### config.mk
export PLATFORM = sky130hd
export DESIGN_NAME = asid_tlb
export DESIGN_NICKNAME = d
export VERILOG_FILES = /design/src/rtl/tlb_pkg.sv /design/src/rtl/tlb_entry_array.sv /design/src/rtl/tlb_victim_sel.sv /design/src/rtl/tlb_lookup_pipe.sv /design/src/rtl/asid_tlb.sv
export SDC_FILE = /design/constraint.sdc
export NUM_CORES = 2
export LEC_CHECK = 0
export ABC_CLOCK_PERIOD_IN_PS = 6200
export BUFFER_PORTS_ARGS = -buffer_cell sky130_fd_sc_hd__buf_2
export CAP_MARGIN = 20
export CORE_MARGIN = 2
export CORE_UTILIZATION = 57
export DETAILED_ROUTE_END_ITERATION = 10
export PLACE_DENSITY_LB_ADDON = 0.15
export SYNTH_ARGS = -nofsm -noshare
export SYNTH_HDL_FRONTEND = slang
export SYNTH_SLANG_ARGS = --single-unit
### constraint.sdc
create_clock -name clk -period 6.2 [get_ports clk]
set_clock_uncertainty 0.2 [all_clocks]
set_input_delay 0.31 -clock clk [delete_from_list [all_inputs] [get_ports clk]]
set_output_delay 0.31 -clock clk [all_outputs]
set_load 0.02 [all_outputs]
### src/rtl/tlb_pkg.sv
package tlb_pkg;
  typedef enum logic [1:0] {
    VSEL_MATCH = 2'd0,
    VSEL_FREE  = 2'd1,
    VSEL_RR    = 2'd2
  } vsel_e;
endpackage

### src/rtl/tlb_entry_array.sv
module tlb_entry_array #(
  parameter int ENTRIES = 16,
  parameter int VPN_W   = 20,
  parameter int PPN_W   = 20,
  parameter int ASID_W  = 8,
  localparam int IDX_W  = $clog2(ENTRIES)
) (
  input  logic               clk,
  input  logic               rst_n,
  input  logic               lk_active,
  input  logic [VPN_W-1:0]   lk_vpn,
  input  logic [ASID_W-1:0]  lk_asid,
  output logic               lk_hit,
  output logic [PPN_W-1:0]   lk_ppn,
  input  logic [VPN_W-1:0]   fl_vpn,
  input  logic [ASID_W-1:0]  fl_asid,
  output logic [ENTRIES-1:0] fl_match,
  output logic [ENTRIES-1:0] valid_vec,
  input  logic               wr_en,
  input  logic [IDX_W-1:0]   wr_idx,
  input  logic [PPN_W-1:0]   wr_ppn,
  input  logic               inv_page_en,
  input  logic               inv_space_en,
  input  logic               inv_all_en,
  input  logic [VPN_W-1:0]   inv_vpn,
  input  logic [ASID_W-1:0]  inv_asid
);
  logic [ENTRIES-1:0] valid_q;
  logic [VPN_W-1:0]   vpn_q  [ENTRIES];
  logic [ASID_W-1:0]  asid_q [ENTRIES];
  logic [PPN_W-1:0]   ppn_q  [ENTRIES];
  logic [ENTRIES-1:0] lk_match, pg_kill, sp_kill;

  for (genvar e = 0; e < ENTRIES; e++) begin : g_cmp
    assign lk_match[e] = valid_q[e] && vpn_q[e] == lk_vpn && asid_q[e] == lk_asid;
    assign fl_match[e] = valid_q[e] && vpn_q[e] == fl_vpn && asid_q[e] == fl_asid;
    assign pg_kill[e]  = inv_page_en && vpn_q[e] == inv_vpn && asid_q[e] == inv_asid;
    assign sp_kill[e]  = inv_space_en && asid_q[e] == inv_asid;
  end

  always_comb begin
    lk_ppn = '0;
    for (int e = 0; e < ENTRIES; e++) begin
      if (lk_match[e]) lk_ppn = lk_ppn | ppn_q[e];
    end
  end

  assign lk_hit    = |lk_match;
  assign valid_vec = valid_q;

  always_ff @(posedge clk) begin
    if (!rst_n) begin
      valid_q <= '0;
    end else if (inv_all_en) begin
      valid_q <= '0;
    end else begin
      valid_q <= valid_q & ~(pg_kill | sp_kill);
      if (wr_en) valid_q[wr_idx] <= 1'b1;
    end
  end

  always_ff @(posedge clk) begin
    if (wr_en && !inv_all_en) begin
      vpn_q[wr_idx]  <= fl_vpn;
      asid_q[wr_idx] <= fl_asid;
      ppn_q[wr_idx]  <= wr_ppn;
    end
  end

  // refill-in-place keeps mappings unique
  assert_single_match_R5: assert property (@(posedge clk) disable iff (!rst_n)
    lk_active |-> $onehot0(lk_match));

  // a full invalidate empties the store
  assert_flush_clears_R9: assert property (@(posedge clk) disable iff (!rst_n)
    inv_all_en |=> valid_vec == '0);
endmodule

### src/rtl/tlb_victim_sel.sv
module tlb_victim_sel
  import tlb_pkg::*;
#(
  parameter int ENTRIES = 16,
  localparam int IDX_W  = $clog2(ENTRIES)
) (
  input  logic               clk,
  input  logic               rst_n,
  input  logic               fill_en,
  input  logic [ENTRIES-1:0] fl_match,
  input  logic [ENTRIES-1:0] valid_vec,
  output logic [IDX_W-1:0]   wr_idx
);
  logic [IDX_W-1:0] rr_q, free_idx, hit_idx;
  vsel_e            sel;

  always_comb begin
    free_idx = '0;
    hit_idx  = '0;
    for (int e = ENTRIES - 1; e >= 0; e--) begin
      if (!valid_vec[e]) free_idx = IDX_W'(e);
      if (fl_match[e])   hit_idx  = IDX_W'(e);
    end
    if (|fl_match)         sel = VSEL_MATCH;
    else if (!(&valid_vec)) sel = VSEL_FREE;
    else                   sel = VSEL_RR;
    case (sel)
      VSEL_MATCH: wr_idx = hit_idx;
      VSEL_FREE:  wr_idx = free_idx;
      default:    wr_idx = rr_q;
    endcase
  end

  always_ff @(posedge clk) begin
    if (!rst_n) begin
      rr_q <= '0;
    end else if (fill_en && sel == VSEL_RR) begin
      rr_q <= (rr_q == IDX_W'(ENTRIES - 1)) ? '0 : rr_q + 1'b1;
    end
  end

  // a new mapping never displaces a live entry while a free one exists
  assert_free_slot_first_R6: assert property (@(posedge clk) disable iff (!rst_n)
    (fill_en && !(|fl_match) && !(&valid_vec)) |-> !valid_vec[wr_idx]);
endmodule

### src/rtl/tlb_lookup_pipe.sv
module tlb_lookup_pipe #(
  parameter int VA_W   = 32,
  parameter int PA_W   = 32,
  parameter int PAGE_W = 12,
  parameter int ASID_W = 8,
  localparam int VPN_W = VA_W - PAGE_W,
  localparam int PPN_W = PA_W - PAGE_W
) (
  input  logic              clk,
  input  logic              rst_n,
  input  logic              req_valid,
  output logic              req_ready,
  input  logic [VA_W-1:0]   req_vaddr,
  input  logic [ASID_W-1:0] req_asid,
  output logic              rsp_valid,
  input  logic              rsp_ready,
  output logic              rsp_hit,
  output logic [PA_W-1:0]   rsp_paddr,
  output logic              lk_active,
  output logic [VPN_W-1:0]  lk_vpn,
  output logic [ASID_W-1:0] lk_asid,
  input  logic              lk_hit,
  input  logic [PPN_W-1:0]  lk_ppn
);
  logic              s1_v, s2_v, s2_hit, adv1, adv2;
  logic [PAGE_W-1:0] s1_ofs, s2_ofs;
  logic [PPN_W-1:0]  s2_ppn;

  assign adv2      = !s2_v || rsp_ready;
  assign adv1      = !s1_v || adv2;
  assign req_ready = adv1;
  assign lk_active = s1_v;

  always_ff @(posedge clk) begin
    if (!rst_n) begin
      s1_v <= 1'b0;
      s2_v <= 1'b0;
    end else begin
      if (adv1) s1_v <= req_valid;
      if (adv2) s2_v <= s1_v;
    end
  end

  always_ff @(posedge clk) begin
    if (adv1 && req_valid) begin
      lk_vpn  <= req_vaddr[VA_W-1:PAGE_W];
      lk_asid <= req_asid;
      s1_ofs  <= req_vaddr[PAGE_W-1:0];
    end
    if (adv2 && s1_v) begin
      s2_hit <= lk_hit;
      s2_ppn <= lk_hit ? lk_ppn : '0;
      s2_ofs <= s1_ofs;
    end
  end

  assign rsp_valid = s2_v;
  assign rsp_hit   = s2_hit;
  assign rsp_paddr = {s2_ppn, s2_ofs};

  // a stalled response is held
  assert_hold_stalled_R3: assert property (@(posedge clk) disable iff (!rst_n)
    (rsp_valid && !rsp_ready) |=> (rsp_valid && $stable(rsp_paddr) && $stable(rsp_hit)));

  // a miss carries no physical page
  assert_miss_page_zero_R4: assert property (@(posedge clk) disable iff (!rst_n)
    (rsp_valid && !rsp_hit) |-> rsp_paddr[PA_W-1:PAGE_W] == '0);
endmodule

### src/rtl/asid_tlb.sv
module asid_tlb #(
  parameter int ENTRIES = 16,
  parameter int VA_W    = 32,
  parameter int PA_W    = 32,
  parameter int PAGE_W  = 12,
  parameter int ASID_W  = 8,
  localparam int VPN_W  = VA_W - PAGE_W,
  localparam int PPN_W  = PA_W - PAGE_W,
  localparam int IDX_W  = $clog2(ENTRIES)
) (
  input  logic              clk,
  input  logic              rst_n,
  input  logic              req_valid,
  output logic              req_ready,
  input  logic [VA_W-1:0]   req_vaddr,
  input  logic [ASID_W-1:0] req_asid,
  output logic              rsp_valid,
  input  logic              rsp_ready,
  output logic              rsp_hit,
  output logic [PA_W-1:0]   rsp_paddr,
  input  logic              fill_en,
  input  logic [VPN_W-1:0]  fill_vpn,
  input  logic [ASID_W-1:0] fill_asid,
  input  logic [PPN_W-1:0]  fill_ppn,
  input  logic              inv_page_en,
  input  logic              inv_space_en,
  input  logic              inv_all_en,
  input  logic [VPN_W-1:0]  inv_vpn,
  input  logic [ASID_W-1:0] inv_asid
);
  logic               lk_active, lk_hit;
  logic [VPN_W-1:0]   lk_vpn;
  logic [ASID_W-1:0]  lk_asid;
  logic [PPN_W-1:0]   lk_ppn;
  logic [ENTRIES-1:0] fl_match, valid_vec;
  logic [IDX_W-1:0]   wr_idx;

  tlb_lookup_pipe #(.VA_W(VA_W), .PA_W(PA_W), .PAGE_W(PAGE_W), .ASID_W(ASID_W)) u_pipe (
    .clk(clk), .rst_n(rst_n),
    .req_valid(req_valid), .req_ready(req_ready),
    .req_vaddr(req_vaddr), .req_asid(req_asid),
    .rsp_valid(rsp_valid), .rsp_ready(rsp_ready),
    .rsp_hit(rsp_hit), .rsp_paddr(rsp_paddr),
    .lk_active(lk_active), .lk_vpn(lk_vpn), .lk_asid(lk_asid),
    .lk_hit(lk_hit), .lk_ppn(lk_ppn)
  );

  tlb_entry_array #(.ENTRIES(ENTRIES), .VPN_W(VPN_W), .PPN_W(PPN_W), .ASID_W(ASID_W)) u_store (
    .clk(clk), .rst_n(rst_n),
    .lk_active(lk_active), .lk_vpn(lk_vpn), .lk_asid(lk_asid),
    .lk_hit(lk_hit), .lk_ppn(lk_ppn),
    .fl_vpn(fill_vpn), .fl_asid(fill_asid), .fl_match(fl_match),
    .valid_vec(valid_vec),
    .wr_en(fill_en), .wr_idx(wr_idx), .wr_ppn(fill_ppn),
    .inv_page_en(inv_page_en), .inv_space_en(inv_space_en), .inv_all_en(inv_all_en),
    .inv_vpn(inv_vpn), .inv_asid(inv_asid)
  );

  tlb_victim_sel #(.ENTRIES(ENTRIES)) u_victim (
    .clk(clk), .rst_n(rst_n),
    .fill_en(fill_en), .fl_match(fl_match), .valid_vec(valid_vec),
    .wr_idx(wr_idx)
  );
endmodule

==> summary.txt <==
STA
  • Tcrit/Tclk final: 84.8%
  • Slew margin rel.: 18.8%
  • Slew Viols, Final: 0
  • Max frequency: 190 MHz
  • Endpoints failing setup: 0
  • Worst slew pin tran: 1.22 ns
  • Final hold vios: 0
  • Tmin final: 5.26 ns
  • RSZ-0062 raised after global routing: false
  • Worst hold slack: 0.0409 ns

Worst setup path
  • Crit Path Category: primary input to flip-flop
  • CP startpoint kind: primary input
  • Setup crit end kind: flip-flop
  • Max FO, Critical Path: 39
  • CP required: 6.32 ns
  • Cell mode on critical path: nand4_1
  • CP cell instances: dlygate4sd3_1, buf_2, buf_4, xnor2_1, nand4_1, nor4_1, nand4_1, nand4_1, nor4_2, a21oi_1, nand2_1, nor3_2, buf_12
  • Worst EP arrival: 5.38 ns
  • Worst r2r src: u_store.vpn_q[3][11]$_DFFE_PP_
  • CP max stage cell: nor3_2
  • Crit path launch: fill_vpn[6]
  • Critical Path Max Stage Delay: 0.69 ns

Synth
  • Yosys warning count: 0
  • Synth area leader: edfxtp_1
  • Post-synth cell types: 58
  • Adder-Cell Fraction of Synth Area: 0.0277%
  • Syn Area/Cell: 13.1 µm²
  • Gate Count Post-Synth: 3463
  • Synth Area in Compound Gates: 4.62%
  • Seq/Total Area, Yosys: 56.8%
  • Mux cell area share after synthesis: 0.0221%
  • Post-synth ARST share: 0%
  • Post-synth top flop: edfxtp_1
  • Simple-gate area share of the yosys netlist: 10.5%
  • Post-synth EDFFs: 841
  • Post-Synthesis Cell Area: 45200 µm²
  • Synth Area in XOR/XNOR: 25.8%
  • Ranking of synthesized cells by area: edfxtp_1, xnor2_1, xor2_1, nand4_1, nor4_1
  • Flops & latches, synth: 863
  • Syn_nets: 3588
  • Main combinational cell family by area after synthesis: XOR/XNOR gates
  • Synth top area share: 55.8%

Power
  • Peak VDD IR: 325 µV
  • Power Total: 0.0132 W
  • P per Cell Area: 256 nW/µm²
  • Static Leak: 16.1 nW

Clocking
  • Clk slew on worst S/H paths: 0.06 ns
  • Clk sinks: 863
  • Clock Tree Root: clkbuf_16
  • Post-CTS setup buffers: 0
  • Latest clock arrival within the worst-skew pair: 0.68 ns
  • H-tree depth: 3
  • Total CTS buffers: 91
  • Max clock buf depth: 3
  • CTS tree: built
  • Hold Buf Count CTS: 81
  • Post-CTS Resized: 0

Placed design
  • Placer Congestion: 1.10
  • Detailed Place HPWL: 120000 µm
  • # port buffers: 158
  • Placed insts: 4617

Routing
  • Iteration-0 DRC Markers: 5317
  • Drt pass-1 iters: 8
  • Detail Route Antenna Nets: 0
  • Avg WL per Cell: 38.9 µm
  • Remaining DRCs: 0
  • Vias per Instance: 7.05
  • Vias: 34300
  • Drt total wl: 189000 µm

Floorplanning
  • Die width: 286 µm
  • Die area: 81600 µm²
  • Height of the die: 286 µm
  • IO Count: 159
  • Initial core utilization: 57.5%
  • Row count: 103
  • Core area: 78700 µm²

Final layout
  • FF+latch area: 25700 µm²
  • Final #Nets: 3868
  • Syn-to-layout area delta: 14.3%
  • Multi-input gate area: 18700 µm²
  • Layout cell share with drive strength beyond 1: 13.4%
  • Commonest non-fill, non-tap cells in the layout: xnor2_1, edfxtp_1, xor2_1, nand4_1
  • # fillers: 5793
  • Commonest non-fill, non-tap cell in the layout: xnor2_1
  • Post-layout instance count excluding filler cells: 4869

GRT
  • First-pass GRT wire length: 259000 µm
  • Met2 Usage GRT: 67.3%
  • Met3 Usage GRT: 15.0%
  • GRT Total Usage: 46.0%
  • Vias in the first global route: 33400
  • Total grt overflow: 0
  • Antenna violations before repair: 6
  • Busiest layer in global routing: met2
  • Largest net degree at the start of global routing: 49
  • M1 GR Usage: 58.4%

Min path
  • Hold path start: fill_vpn[5]
  • Hold Crit Class: primary input to flip-flop

Job
  • Max_cap viols: 0

Status
  • Status: finished, final reports clean
## through the flow
stage	setup slack, ns	setup TNS, ns	cell area [µm²]	utilization (%)
after floorplan	-0.394	-226.71	45300	-
after detailed placement	0.972	0	48000	60.9
after global routing	0.917	0	51700	65.7
final	0.943	0	51700	65.7
after CTS	1.20	0	51700	65.6
after global placement	1.05	0	48000	60.9
## layer usage
layer | routed length (µm) | up-vias
met5 | 35 | -
met4 | 15700 | 6
met3 | 26400 | 844
met2 | 80600 | 3007
met1 | 66500 | 17000
li1 | - | 13500
## worst max-delay path, delay by kind of cell
kind / cells / cell delay, ns
buffers and inverters: 4 / 1.79
xor gates and xnor gates: 1 / 0.18
and+or+nand+nor: 7 / 2.73
AOI/OAI and AO/OA: 1 / 0.23
## registers in the layout, summed over array words and instances, names as in the netlist, 4 cells and up
name,flops
u_store.ppn_q,320
u_store.vpn_q,320
u_store.asid_q,128
u_pipe.lk_vpn,20
u_pipe.s2_ppn,20
u_store.valid_vec,16
u_pipe.s1_ofs,12
u_pipe.s2_ofs,12
u_pipe.lk_asid,8
u_victim.rr_q,4
## where the power goes
group | leakage (nW) | switching, W | internal (W) | total [W]
sequential | 7.78 | 0.0000432 | 0.00645 | 0.00649
combinational | 6.92 | 0.000947 | 0.000423 | 0.00137
clock | 1.40 | 0.00240 | 0.00297 | 0.00538
## cells in the mapped netlist (34+ instances only)
master and instances:
edfxtp_1 841, a221oi_1 81, nand3_1 83, a22o_1 81, xnor2_1 877, clkbuf_1 140, buf_2 34, nor3_1 48
nand2_1 68, nand4_1 324, xor2_1 443, nor4_1 174, nand2b_1 38
## cell families after synthesis
kind of cell / Yosys count
xor gates and xnor gates: 1327
and+or+nand+nor: 804
AOI/OAI and AO/OA: 247
muxes: 1
DFF: 863
adders and majority gates: 1
buffers and inverters: 220
## area by class of cell
type / instances / share of cell area [%]
Sequential cell: 863 / 49.7
Multi-Input combinational cell: 2380 / 36.2
Clock inverter: 52 / 0.878
Timing Repair Buffer: 398 / 5.88
Clock buffer: 116 / 4.72
Inverter: 9 / 0.0653
Tap cell: 1050 / 2.54
Antenna cell: 1 / 0.00484
## path summary, 6_finish.rpt
check | endpoint | slack (ns) | cells after the start
hold reg to reg | u_pipe.s2_ofs[4]$_DFFE_PP_ | 0.22 | 0
setup reg to reg | u_store.vpn_q[9][3]$_DFFE_PP_ | 1.15 | 10
setup / recovery | u_store.vpn_q[9][3]$_DFFE_PP_ | 0.94 | 13
hold / removal | u_store.vpn_q[0][5]$_DFFE_PP_ | 0.04 | 1
Power figures use the tool's default switching activity.
